### src/rtl/recov_pkg.sv
package recov_pkg;

  typedef enum logic [1:0] {
    PH_IDLE  = 2'd0,
    PH_DRIVE = 2'd1,
    PH_FREE  = 2'd2
  } phase_e;

  // Effective delay unit: never below the floor
  function automatic int unsigned floor_delay(int unsigned d, int unsigned mn);
    return (d < mn) ? mn : d;
  endfunction

  // Ticks in a phase: driven part is one unit, free part is two
  function automatic int unsigned phase_len(int unsigned d, logic free_part);
    return free_part ? (2 * d) : d;
  endfunction

endpackage

### src/rtl/recov_timer.sv
module recov_timer #(
  parameter int CNT_W = 17
) (
  input  logic             clk,
  input  logic             rst_n,
  input  logic             clr,
  input  logic             en,
  input  logic             tick,
  input  logic [CNT_W-1:0] limit,
  output logic [CNT_W-1:0] count,
  output logic             expire
);

  assign expire = en && tick && (count == limit - CNT_W'(1));

  always_ff @(posedge clk or negedge rst_n) begin
    if (!rst_n)               count <= '0;
    else if (clr)             count <= '0;
    else if (en && tick)      count <= expire ? '0 : count + CNT_W'(1);
  end

endmodule

### src/rtl/recov_ctrl.sv
module recov_ctrl
  import recov_pkg::*;
#(
  parameter int DLY_W   = 16,
  parameter int PULSES  = 9,
  parameter int MIN_DLY = 2,
  localparam int IW = (PULSES > 1) ? $clog2(PULSES) : 1
) (
  input  logic             clk,
  input  logic             rst_n,
  input  logic             req,
  input  logic [DLY_W-1:0] delay_us,
  input  logic             expire,
  output phase_e           phase,
  output logic [DLY_W-1:0] dly_q,
  output logic [IW-1:0]    iter_idx,
  output logic             start,
  output logic             done
);

  logic last_iter;

  assign start     = (phase == PH_IDLE) && req;
  assign last_iter = (iter_idx == IW'(PULSES - 1));

  always_ff @(posedge clk or negedge rst_n) begin
    if (!rst_n) begin
      phase    <= PH_IDLE;
      dly_q    <= '0;
      iter_idx <= '0;
      done     <= 1'b0;
    end else begin
      done <= 1'b0;
      unique case (phase)
        PH_IDLE: if (req) begin
          phase    <= PH_DRIVE;
          dly_q    <= DLY_W'(floor_delay(32'(delay_us), MIN_DLY));
          iter_idx <= '0;
        end
        PH_DRIVE: if (expire) phase <= PH_FREE;
        PH_FREE: if (expire) begin
          if (last_iter) begin
            phase <= PH_IDLE;
            done  <= 1'b1;
          end else begin
            iter_idx <= iter_idx + IW'(1);
            phase    <= PH_DRIVE;
          end
        end
        default: phase <= PH_IDLE;
      endcase
    end
  end

endmodule

### src/rtl/recov_drive.sv
module recov_drive
  import recov_pkg::*;
#(
  parameter int CNT_W = 17
) (
  input  phase_e           phase,
  input  logic [CNT_W-1:0] count,
  output logic             scl_oe,
  output logic             sda_oe
);

  logic first_tick;
  assign first_tick = (count == '0);

  // Start-like: SDA falls, SCL follows one tick later.
  // Stop-like: SCL rises, SDA follows one tick later.
  always_comb begin
    scl_oe = 1'b0;
    sda_oe = 1'b0;
    unique case (phase)
      PH_DRIVE: begin
        sda_oe = 1'b1;
        scl_oe = !first_tick;
      end
      PH_FREE:  sda_oe = first_tick;
      default: ;
    endcase
  end

endmodule

### src/rtl/recov_seq.sv
module recov_seq
  import recov_pkg::*;
#(
  parameter int DLY_W   = 16,
  parameter int PULSES  = 9,
  parameter int MIN_DLY = 2
) (
  input  logic             clk,
  input  logic             rst_n,
  input  logic             req,
  input  logic             tick_us,
  input  logic [DLY_W-1:0] delay_us,
  output logic             scl_oe,
  output logic             sda_oe,
  output logic             busy,
  output logic             done
);

  localparam int CNT_W = DLY_W + 1;
  localparam int IW    = (PULSES > 1) ? $clog2(PULSES) : 1;

  phase_e           phase;
  logic [DLY_W-1:0] dly_q;
  logic [IW-1:0]    iter_idx;
  logic             start;
  logic             expire;
  logic [CNT_W-1:0] tcount;
  logic [CNT_W-1:0] limit;

  assign busy  = (phase != PH_IDLE);
  assign limit = CNT_W'(phase_len(32'(dly_q), phase == PH_FREE));

  recov_ctrl #(
    .DLY_W(DLY_W), .PULSES(PULSES), .MIN_DLY(MIN_DLY)
  ) u_ctrl (
    .clk(clk), .rst_n(rst_n), .req(req), .delay_us(delay_us),
    .expire(expire), .phase(phase), .dly_q(dly_q),
    .iter_idx(iter_idx), .start(start), .done(done)
  );

  recov_timer #(.CNT_W(CNT_W)) u_timer (
    .clk(clk), .rst_n(rst_n), .clr(start), .en(busy),
    .tick(tick_us), .limit(limit), .count(tcount), .expire(expire)
  );

  recov_drive #(.CNT_W(CNT_W)) u_drive (
    .phase(phase), .count(tcount), .scl_oe(scl_oe), .sda_oe(sda_oe)
  );

endmodule

### config.mk
export PLATFORM = sky130hd
export DESIGN_NAME = recov_seq
export DESIGN_NICKNAME = d
export VERILOG_FILES = /design/src/rtl/recov_pkg.sv /design/src/rtl/recov_timer.sv /design/src/rtl/recov_ctrl.sv /design/src/rtl/recov_drive.sv /design/src/rtl/recov_seq.sv
export SDC_FILE = /design/constraint.sdc
export NUM_CORES = 1
export LEC_CHECK = 0
export ABC_AREA = 1
export BUFFER_PORTS_ARGS = -buffer_cell sky130_fd_sc_hd__buf_2
export CAP_MARGIN = 10
export CORE_MARGIN = 2
export CORE_UTILIZATION = 37
export DETAILED_ROUTE_END_ITERATION = 12
export GPL_TIMING_DRIVEN = 0
export SLEW_MARGIN = 25
export SYNTH_ARGS = -nofsm -noshare
export SYNTH_HDL_FRONTEND = slang
export SYNTH_SLANG_ARGS = --single-unit
### constraint.sdc
create_clock -name clk -period 3.85 [get_ports clk]
set_clock_uncertainty 0.15 [all_clocks]
set_input_delay 0.9625 -clock clk [delete_from_list [all_inputs] [get_ports clk]]
set_output_delay 0.9625 -clock clk [all_outputs]
set_load 0.02 [all_outputs]
Yosys cells after proc, flatten, opt, wreduce, memory -nomap -nowiden --
Index checks and enable logic that the tools add are counted.
Storage, ports and cells: bits in registers 40, input bits 20, output and inout port bits 4, logic and storage cells 48
Operators by class: add/subtract/negate cells 3, magnitude comparators 1, eq/ne operators 8, muxes and demuxes 19, reduce and logical (&&, ||, !) cells 12
Operators by type and width (count):
- 17-bit 2-to-1 mux | 4
- 17-bit by 1-bit adder with 17-bit output (second input constant) | 1
- 17-bit == test | 1
- 17-bit zero test | 1
- 17-bit by 1-bit subtractor with 17-bit output (second input constant) | 1
- 16-bit by 2-bit < comparator with 1-bit output (second input constant) | 1
- 16-bit 2-to-1 mux | 1
- 4-bit 2-to-1 mux | 3
- 4-bit one-hot mux with 2 select lines | 1
- 2-bit 2-to-1 mux | 3
- 2-bit one-hot mux with 3 select lines | 1
- 2-bit nonzero test | 3
- 1-bit 2-to-1 mux | 5
- 4-bit by 1-bit adder with 4-bit output (second input constant) | 1
- 4-bit == test (second input constant) | 1
- 2-bit by 1-bit inequality test with 1-bit output (second input constant) | 2
- 2-bit inequality test (second input constant) | 2
- 4-bit AND reduction | 1
- 1-bit logical AND | 3
- 3-bit AND reduction | 1
- 2-bit by 1-bit == test with 1-bit output (second input constant) | 1
- 2-bit == test (second input constant) | 1
- 2-bit zero test | 1
- 1-bit one-hot mux with 2 select lines | 1
- 2 further kinds | 2

Depth between registers and ports, before layout --
Gate-level depths: netlist of run 1.
depth in word-level cells 8, mapped depth 22

Modules after synthesis --
From an unflattened synthesis of run 1, not the netlist that was laid out.
Unflattened totals: cells, all modules 488, area, all modules 3281.9 um^2
Modules (own cells, without submodules):
- recov_timer | times used 1, cells an instance 270, area an instance 1755.4 um^2, sequential area each 425.4 um^2
- recov_ctrl | times used 1, cells an instance 140, area an instance 1107.3 um^2, sequential area each 575.6 um^2
- recov_seq | times used 1, cells an instance 55, area an instance 290.3 um^2, sequential area each 0.0 um^2
- recov_drive | times used 1, cells an instance 23, area an instance 128.9 um^2, sequential area each 0.0 um^2

Worst setup path after synthesis of run 1 --
OpenSTA, ideal clock, no wires.
path type register to register, start point register u_ctrl.phase[0], end point register u_timer.count[10], data arrival time 2.497 ns, required time 3.559 ns, setup slack 1.062 ns, stages on the path, launching flop included 19, buffers on the path 3, period minus slack after synthesis 2.788 ns, cells stage by stage dfrtp_1 > inv_1 > ha_1 > buf_6 > buf_6 > o21ai_2 > ha_1 > nand3_1 > nor2_2 > nand3_1 > nand2_1 > nand2_1 > nor2_1 > nand2_1 > nor2_2 > nand3_4 > nand2_2 > buf_6 > o22ai_2
Between the ends: cells in the longest elaborated chain, start to end 8
Ends and longest elaborated chain:
- start: declaration | line recov_ctrl.sv:14 | output phase_e phase,
- start signal: assignment | line recov_ctrl.sv:28 | phase <= PH_IDLE;
- start signal: assignment | line recov_ctrl.sv:36 | phase <= PH_DRIVE;
- start signal: assignment | line recov_ctrl.sv:40 | PH_DRIVE: if (expire) phase <= PH_FREE;
- 2-bit == test | line recov_seq.sv:31 | assign limit = CNT_W'(phase_len(32'(dly_q), phase == PH_FREE));
- 17-bit 2-to-1 mux | line recov_pkg.sv:16 | return free_part ? (2 * d) : d;
- 17-bit by 1-bit subtractor with 17-bit output | line recov_timer.sv:14 | assign expire = en && tick && (count == limit - CNT_W'(1));
- 17-bit == test | line recov_timer.sv:14
- 1-bit logical AND | line recov_timer.sv:14
- 17-bit 2-to-1 mux (2 in series) | line recov_timer.sv:19 | else if (en && tick) count <= expire ? '0 : count + CNT_W'(1);
- 17-bit 2-to-1 mux | line recov_timer.sv:18 | else if (clr) count <= '0;
- end signal: assignment | line recov_timer.sv:19
- end: declaration | line recov_timer.sv:10 | output logic [CNT_W-1:0] count,
Parallel ways exist; a longest one is shown, timed or not. The select of a mux whose other input is x is not followed. A chain may end at the register's enable or synchronous reset.

Final worst setup path of run 1 --
start point register u_ctrl.phase[0], end point register u_timer.count[12]
The elaborated chain is that of the path after synthesis.

==> results of run 1 <==
==> Yosys cell counts (all sizes together) <==
cell / instances
a21boi: 1
a21oi: 4
a22o: 1
a22oi: 1
buf: 7
clkbuf: 4
dfrtp: 40
ha: 10
inv: 64
nand2: 182
nand3: 45
nand3b: 5
nand4: 14
nor2: 58
nor3: 5
nor4: 4
o211ai: 1
o21ai: 27
o21bai: 1
o22ai: 10
xnor2: 1
xor2: 21
==> area by class of cell <==
type | instances | area (sq um)
Inverter | 64 | 245.2
Fill cell | 947 | 5075
Buffer | 11 | 87.58
Timing Repair Buffer | 23 | 117.6
Clock buffer | 8 | 90.09
Sequential cell | 40 | 1001
Tap cell | 108 | 135.1
Multi-Input combinational cell | 391 | 2054
==> power breakdown <==
part	internal [mW]	switching, mW	leakage (nW)
combinational	0.587	1.22	1.25
sequential	0.535	0.0923	0.523
clock	0.147	0.153	0.0455
==> cells by family after synthesis <==
logic type               after synthesis  synth area share
AND/OR/NAND/NOR                      313            0.4158
flip-flops                            40            0.2954
buffers and inverters                 75           0.09822
XOR/XNOR                              22           0.05687
adder cells (fa/ha/maj)               10           0.03693
AO/OA/AOI/OAI                         46           0.09676
==> layout by cell type (no fill, tap or decap), types with 2 or more instances in the layout <==
master	instances
buf_6	6
nand3b_1	5
nand2_1	169
nor4_1	4
clkbuf_1	6
nor3_1	5
inv_2	2
nor2_4	4
nand2_2	12
o21ai_0	18
xor2_1	21
ha_1	10
inv_1	61
nor2_1	45
o21ai_1	6
nor2_2	9
clkbuf_8	6
a21oi_1	3
buf_2	23
nand3_1	43
dfrtp_1	40
nand4_1	14
o21ai_2	3
o22ai_2	9
==> path summary, 6_finish.rpt <==
path	depth (start not counted)	start	to	slack (ps)
hold / removal	2	u_timer.count[9]	u_timer.count[9]	340
setup / recovery	19	u_ctrl.phase[0]	u_timer.count[12]	540
setup reg to reg	19	u_ctrl.phase[0]	u_timer.count[12]	540
hold reg to reg	2	u_timer.count[9]	u_timer.count[9]	340
min in group asynchronous	1	rst_n	u_ctrl.dly_q[3]	490
max in group asynchronous	1	rst_n	u_timer.count[4]	2690
==> per-stage QoR <==
step                      area [sq um]  utilization  power [mW]  hold WS [ps]  cells
after CTS                         3729       0.4234       2.742         349.8    645
after detailed placement          3638       0.4132       2.431         327.9    637
after floorplan                   3388            -       2.039         299.2    506
final                             3731       0.4237       2.731         341.8    645
after global placement            3638       0.4132       2.408         319.0    637
after global routing              3731       0.4237       3.034         361.8    645
==> sequential cells by signal, summed over array words and instances, names as in the netlist <==
register	cells
u_ctrl.dly_q	16
u_ctrl.done	1
u_ctrl.iter_idx	4
u_ctrl.phase	2
u_timer.count	17
==> metal layers <==
layer | up-vias | part of all wire | global-route usage | wire length, um
li1 | 1672 | - | - | -
met1 | 1469 | 0.49 | 0.2502 | 4199
met2 | 26 | 0.48 | 0.3160 | 4066
met3 | 5 | 0.021 | 0.02319 | 178
met4 | 0 | 0.0074 | 0.03477 | 63
met5 | - | 0 | 0 | 0
==> critical path, delay by kind of cell (launching register included) <==
kind | cells | cell delay, ps
and+or+nand+nor | 11 | 1420
buffers and inverters | 4 | 640
DFF | 1 | 420
adders and majority gates | 2 | 390
AOI/OAI and AO/OA | 2 | 160
==> summary.txt, run 1 <==
Die
  – I/O pin count: 24
  – Die Ht: 99.70 um
  – Starting Density: 0.3848
  – Row cnt: 34
  – Die ar.: 9939 sq um
  – Core ar.: 8806 sq um
  – DIE WIDTH: 99.70 um

Logic synthesis
  – Syn avg cell area: 6.696 sq um
  – Sequential share of the synthesized area: 0.2954
  – Netlist cell types: 35
  – Top cell type's share of synthesized area: 0.2954
  – Syn_nets: 536
  – Synth Warn #: 0
  – #FFs+latches synth: 40
  – Ranking of synthesized cells by area: dfrtp_1 30%, nand2_1 19%, inv_1 6.8%, nand3_1 6.4%, xor2_1 5.4%
  – Mapped cell area: 3388 sq um
  – Biggest area consumer among synthesized cells: dfrtp_1
  – Syn Inst Count: 506

Final layout
  – Final net count: 566
  – Proportion of layout cells with a drive suffix above 1: 0.1490
  – Area grow syn2layout: 10.12%
  – # diodes: 0

Timing
  – Setup TNS: 0 ps
  – Fin. Hold Viols: 0
  – Crit share post-route: 0.8609
  – Max Clk Rate: 0.3017 GHz
  – Worst-Margin Slew: 736.2 ps
  – Final worst slack: 535.6 ps
  – Setup violations, final: 0
  – Slew Limit Fails: 0
  – Unrepaired setup endpoints after global routing: false
  – Relative slew slack: 0.5092
  – Min cycle time layout: 3314 ps

Setup path
  – Setup crit end kind: register
  – Worst EP arrival: 3320 ps
  – Crit-path max cell delay: 420 ps
  – Critical path launch point type: register
  – WP data required: 3860 ps
  – Worst setup path category: register to register
  – Slowest-stage cell, CP: dfrtp_1
  – Crit-path cells: inv_1, ha_1, buf_6, buf_6, nand2_1, o21ai_2, ha_1, nand3_1, nor2_2, nand3_1, nand2_1, nor2_1, nor2_1, nand2_1, nor2_2, nand3_4, nand2_2, buf_6, o22ai_2
  – Critical path peak fanout: 10

Routing
  – DRC Markers: 0
  – Pre-antenna DRT Iters: 4
  – Via count: 3172
  – Final ANT Viol Nets: 0
  – Initial DRC Count: 127
  – Routed vias/inst: 4.918
  – Routed length per instance: 13.19 um
  – Drt total wl: 8.507 mm

Clock tree
  – Worst-path clk slew: 80 ps
  – TritonCTS Sinks: 40
  – Post-CTS setup buffer count: 0
  – Clock Tree Root: clkbuf_8
  – TritonCTS clock tree: done
  – TritonCTS Buffers: 5
  – CTS Hold Bufs: 0
  – CTS H-tree depth: 2
  – Clock Latency Late Sink: 290 ps
  – Clock buffer depth: 2
  – Post-cts gate resize count: 0

Global routing
  – First-pass GRT wire length: 14.68 mm
  – Largest net degree at the start of global routing: 41
  – Initial antenna violation count: 0
  – Total Routing Usage GR: 0.1839
  – Total gr overflow: 0
  – Vias in the first global route: 3106

Placement
  – Buffers on Ports: 23
  – RePlAce Congestion: 0.8697
  – DP Wirelength: 6.801 mm
  – Setup WS pre-CTS: 556.2 ps

Power
  – Peak supply drop: 0.3715 mV
  – Pwr Density: 732.1 nW/um^2
  – Lkg Pwr: 1.817 nW

Flow run
  – Max_cap viols: 0

Min path
  – HP Class: register to register

Outcome
  – Outcome: complete, no violations
Note: power is estimated with default switching activity, not from simulation.
==> inputs of run 2 (changes only) <==
--- a/config.mk
+++ b/config.mk
@@ -11,6 +11,8 @@
 export CORE_MARGIN = 2
 export CORE_UTILIZATION = 37
+export CTS_BUF_LIST = sky130_fd_sc_hd__clkbuf_4
 export DETAILED_ROUTE_END_ITERATION = 12
 export GPL_TIMING_DRIVEN = 0
+export RECOVER_POWER = 25
 export SLEW_MARGIN = 25
 export SYNTH_ARGS = -nofsm -noshare
==> constraint.sdc (replaced) <==
create_clock -name clk -period 3.85 [get_ports clk]
set_clock_uncertainty 0.15 [all_clocks]
set_input_delay 0 -clock clk [delete_from_list [all_inputs] [get_ports clk]]
set_output_delay 0 -clock clk [all_outputs]
set_load 0.02 [all_outputs]
==> run 2 against run 1 <==
  * The flow now finishes with violations (max-capacitance violations, max-slew violations)
  * First-iteration DRC count is 34% higher
  * Via count is 4.2% higher
  * Clock power is 24% lower
  * Power is 1.1% lower
  * Global-route usage is 0.60 points higher
  * Highest routed layer unchanged
==> summary.txt, run 2 (synthesized netlist as in run 1, its figures left out) <==
Setup path
  – Reg2reg setup slack: 520 ps (-20 ps)
  – WP data required: 3910 ps (+50 ps)
  – R2R cell count: 19 (unchanged)
  – Critical path peak fanout: 10 (unchanged)
  – Setup crit end kind: register
  – Worst EP arrival: 3400 ps (+80 ps)
  – Beginning of the critical path: u_ctrl.phase[0]
  – Worst Setup EP: u_timer.count[12]
  – Critical path launch point type: register
  – Worst setup path category: register to register
  – RR Startpoint: u_ctrl.phase[0]
  – R2r endpoint: u_timer.count[12]

Clock tree
  – Clock Latency Late Sink: 350 ps (+60 ps)
  – TritonCTS Buffers: 5 (unchanged)
  – Post-CTS setup buffer count: 0 (unchanged)
  – CTS H-tree depth: 2 (unchanged)
  – Worst-path clk slew: 120 ps (+40 ps)
  – TritonCTS Sinks: 40 (unchanged)
  – TritonCTS clock tree: done
  – Clock Tree Root: clkbuf_4
  – Clock buffer depth: 2 (unchanged)

Die
  – DIE WIDTH: 99.70 um (unchanged)
  – Core ar.: 8806 sq um (unchanged)
  – Starting Density: 0.3848 (unchanged)
  – I/O pin count: 24 (unchanged)
  – Die Ht: 99.70 um (unchanged)
  – Die ar.: 9939 sq um (unchanged)
  – Row cnt: 34 (unchanged)

Power
  – Pwr Density: 688.6 nW/um^2 (-5.9%)
  – Seq pwr share: 0.232 (+0.002)
  – Peak supply drop: 0.3616 mV (-2.7%)
  – Sw frac: 0.5405 (+0.004983)
  – Net Sw Power: 1.460 mW (-0.16%)
  – Logic gate share of total power: 0.684 (+0.023)
  – Lkg Pwr: 1.896 nW (+4.4%)
  – Clock network power share: 0.084 (-0.026)
  – Int Power: 1.242 mW (-2.1%)

Timing
  – Crit share post-route: 0.8650 (+0.004136)
  – Worst-Margin Slew: 2265 ps (+1529 ps)
  – Min cycle time layout: 3330 ps (+15.93 ps)
  – Setup TNS: 0 ps (unchanged)
  – Unrepaired setup endpoints after global routing: false
  – Setup violations, final: 0 (unchanged)
  – Max Clk Rate: 0.3003 GHz (-0.48%)
  – Slew Limit Fails: 41 (+41)
  – Fin. Hold Viols: 0 (unchanged)
  – Relative slew slack: -0.5099 (-1.019)

Routing
  – Routed length per instance: 13.23 um (+0.28%)
  – Pre-antenna DRT Iters: 4 (unchanged)
  – Initial DRC Count: 170 (+34%)
  – Routed vias/inst: 4.948 (+0.61%)
  – Final ANT Viol Nets: 0 (unchanged)
  – Via count: 3305 (+4.2%)
  – DRC Markers: 0 (unchanged)
  – Drt total wl: 8.835 mm (+3.9%)

Final layout
  – Area grow syn2layout: 15.80%
  – Multi-input combinational cell area: 2054 sq um (unchanged)
  – Commonest non-fill, non-tap cell in the layout: nand2_1
  – Finished Layout Cells: 668 (+3.6%)
  – Commonest cells after routing, fill and taps aside: 169 x nand2_1, 61 x inv_1, 45 x nor2_1
  – Top Registers: u_timer.count: 17 flops, u_ctrl.dly_q: 16 flops, u_ctrl.iter_idx: 4 flops
  – # diodes: 0 (unchanged)
  – Fillcell total: 929 (-1.9%)
  – Register area: 1001 sq um (unchanged)
  – Final net count: 589 (+4.1%)
  – Top reg by flops: u_timer.count
  – Proportion of layout cells with a drive suffix above 1: 0.1429 (-0.006119)
  – Max reg flops: 17 (unchanged)

Global routing
  – Initial antenna violation count: 0 (unchanged)
  – Largest net degree at the start of global routing: 41 (unchanged)
  – Total Routing Usage GR: 0.1899 (+0.005951)
  – Total gr overflow: 0 (unchanged)
  – Vias in the first global route: 3215 (+3.5%)
  – First-pass GRT wire length: 15.24 mm (+3.8%)

Placement
  – DP Wirelength: 6.801 mm (unchanged)
  – Buffers on Ports: 23 (unchanged)
  – RePlAce Congestion: 0.8697 (unchanged)
  – Placed cells: 637 (unchanged)

Flow run
  – Max_cap viols: 1 (+1)

Min path
  – HP Class: input pin to register

Outcome
  – Outcome: finished, violations left
  – Failing checks: max-capacitance violations, max-slew violations
-- run 2: cell count changes in the layout (fill, tap and decap cells not counted) --
cell	before	now
dlygate4sd3_1	0	23
clkbuf_4	0	7
clkbuf_8	6	0
buf_4	1	0
clkbuf_1	6	5
clkinv_1	0	1
-- run 2: worst max-delay path, stage by stage (launching register included) --
cell	delay, ps
dfrtp_1	430
inv_1	130
ha_1	180
buf_6	160
buf_6	170
nand2_1	80
o21ai_2	80
ha_1	210
nand3_1	170
nor2_2	280
nand3_1	100
nand2_1	100
nor2_1	50
nor2_1	120
nand2_1	80
nor2_2	160
nand3_4	160
nand2_2	110
buf_6	180
o22ai_2	80
-- run 2: per-layer routing --
| layer | share of wire | up-vias | track usage |
|---|---|---|---|
| met1 | 0.48 | 1527 | 0.2548 |
| met3 | 0.024 | 9 | 0.02108 |
| met5 | 0 | - | 0 |
| met2 | 0.48 | 45 | 0.3326 |
| met4 | 0.0098 | 0 | 0.03583 |
| li1 | - | 1724 | - |
-- run 2: layout make-up --
class / instances / area share
flip-flops and latches: 40 / 0.2551
repair buffers: 46 / 0.08769
plain buffers: 11 / 0.02232
clock buffers: 7 / 0.01339
well taps: 108 / 0.03444
inverters: 64 / 0.06250
clock inverters: 1 / 0.0009566
multi-input cells: 391 / 0.5236
-- run 2: power by group through the flow --
stage	Combinational [mW]	Sequential [mW]	Clock, mW
5_1_grt	2.11	0.642	0.250
2_1_floorplan	1.43	0.609	0
4_1_cts	1.85	0.626	0.238
6_report	1.85	0.627	0.228
3_3_place_gp	1.77	0.634	0
3_5_place_dp	1.80	0.635	0
-- run 2: worst min path at each step --
stage,startpoint,end,slack (ps),cells after the start
after floorplan,rst_n,u_ctrl.dly_q[0],-450,0
after global placement,rst_n,u_ctrl.dly_q[3],50,1
after detailed placement,rst_n,u_ctrl.dly_q[3],60,1
after CTS,rst_n,u_ctrl.dly_q[9],220,2
after global routing,delay_us[5],u_ctrl.dly_q[5],280,4
final,delay_us[3],u_ctrl.dly_q[3],260,4
-- run 2: repair_timing --
| action | 4_1_cts | 5_1_grt |
|---|---|---|
| resized for setup | 0 | 0 |
| hold buffers | 23 | 0 |
| endpoints found under the hold margin | 64 | 0 |
-- run 2: metrics by stage --
stage / utilization / total power [mW] / setup WS (ps) / hold slack, ps / cell area (sq um)
6_report: 0.4456 / 2.702 / 519.6 / 255.3 / 3924
5_1_grt: 0.4456 / 3.003 / 277.4 / 280.6 / 3924
4_1_cts: 0.4457 / 2.709 / 515.3 / 217.6 / 3925
3_5_place_dp: 0.4132 / 2.431 / 556.2 / 61.74 / 3638
3_3_place_gp: 0.4132 / 2.408 / 571.2 / 53.64 / 3638
2_1_floorplan: - / 2.039 / 1062 / -445.6 / 3388
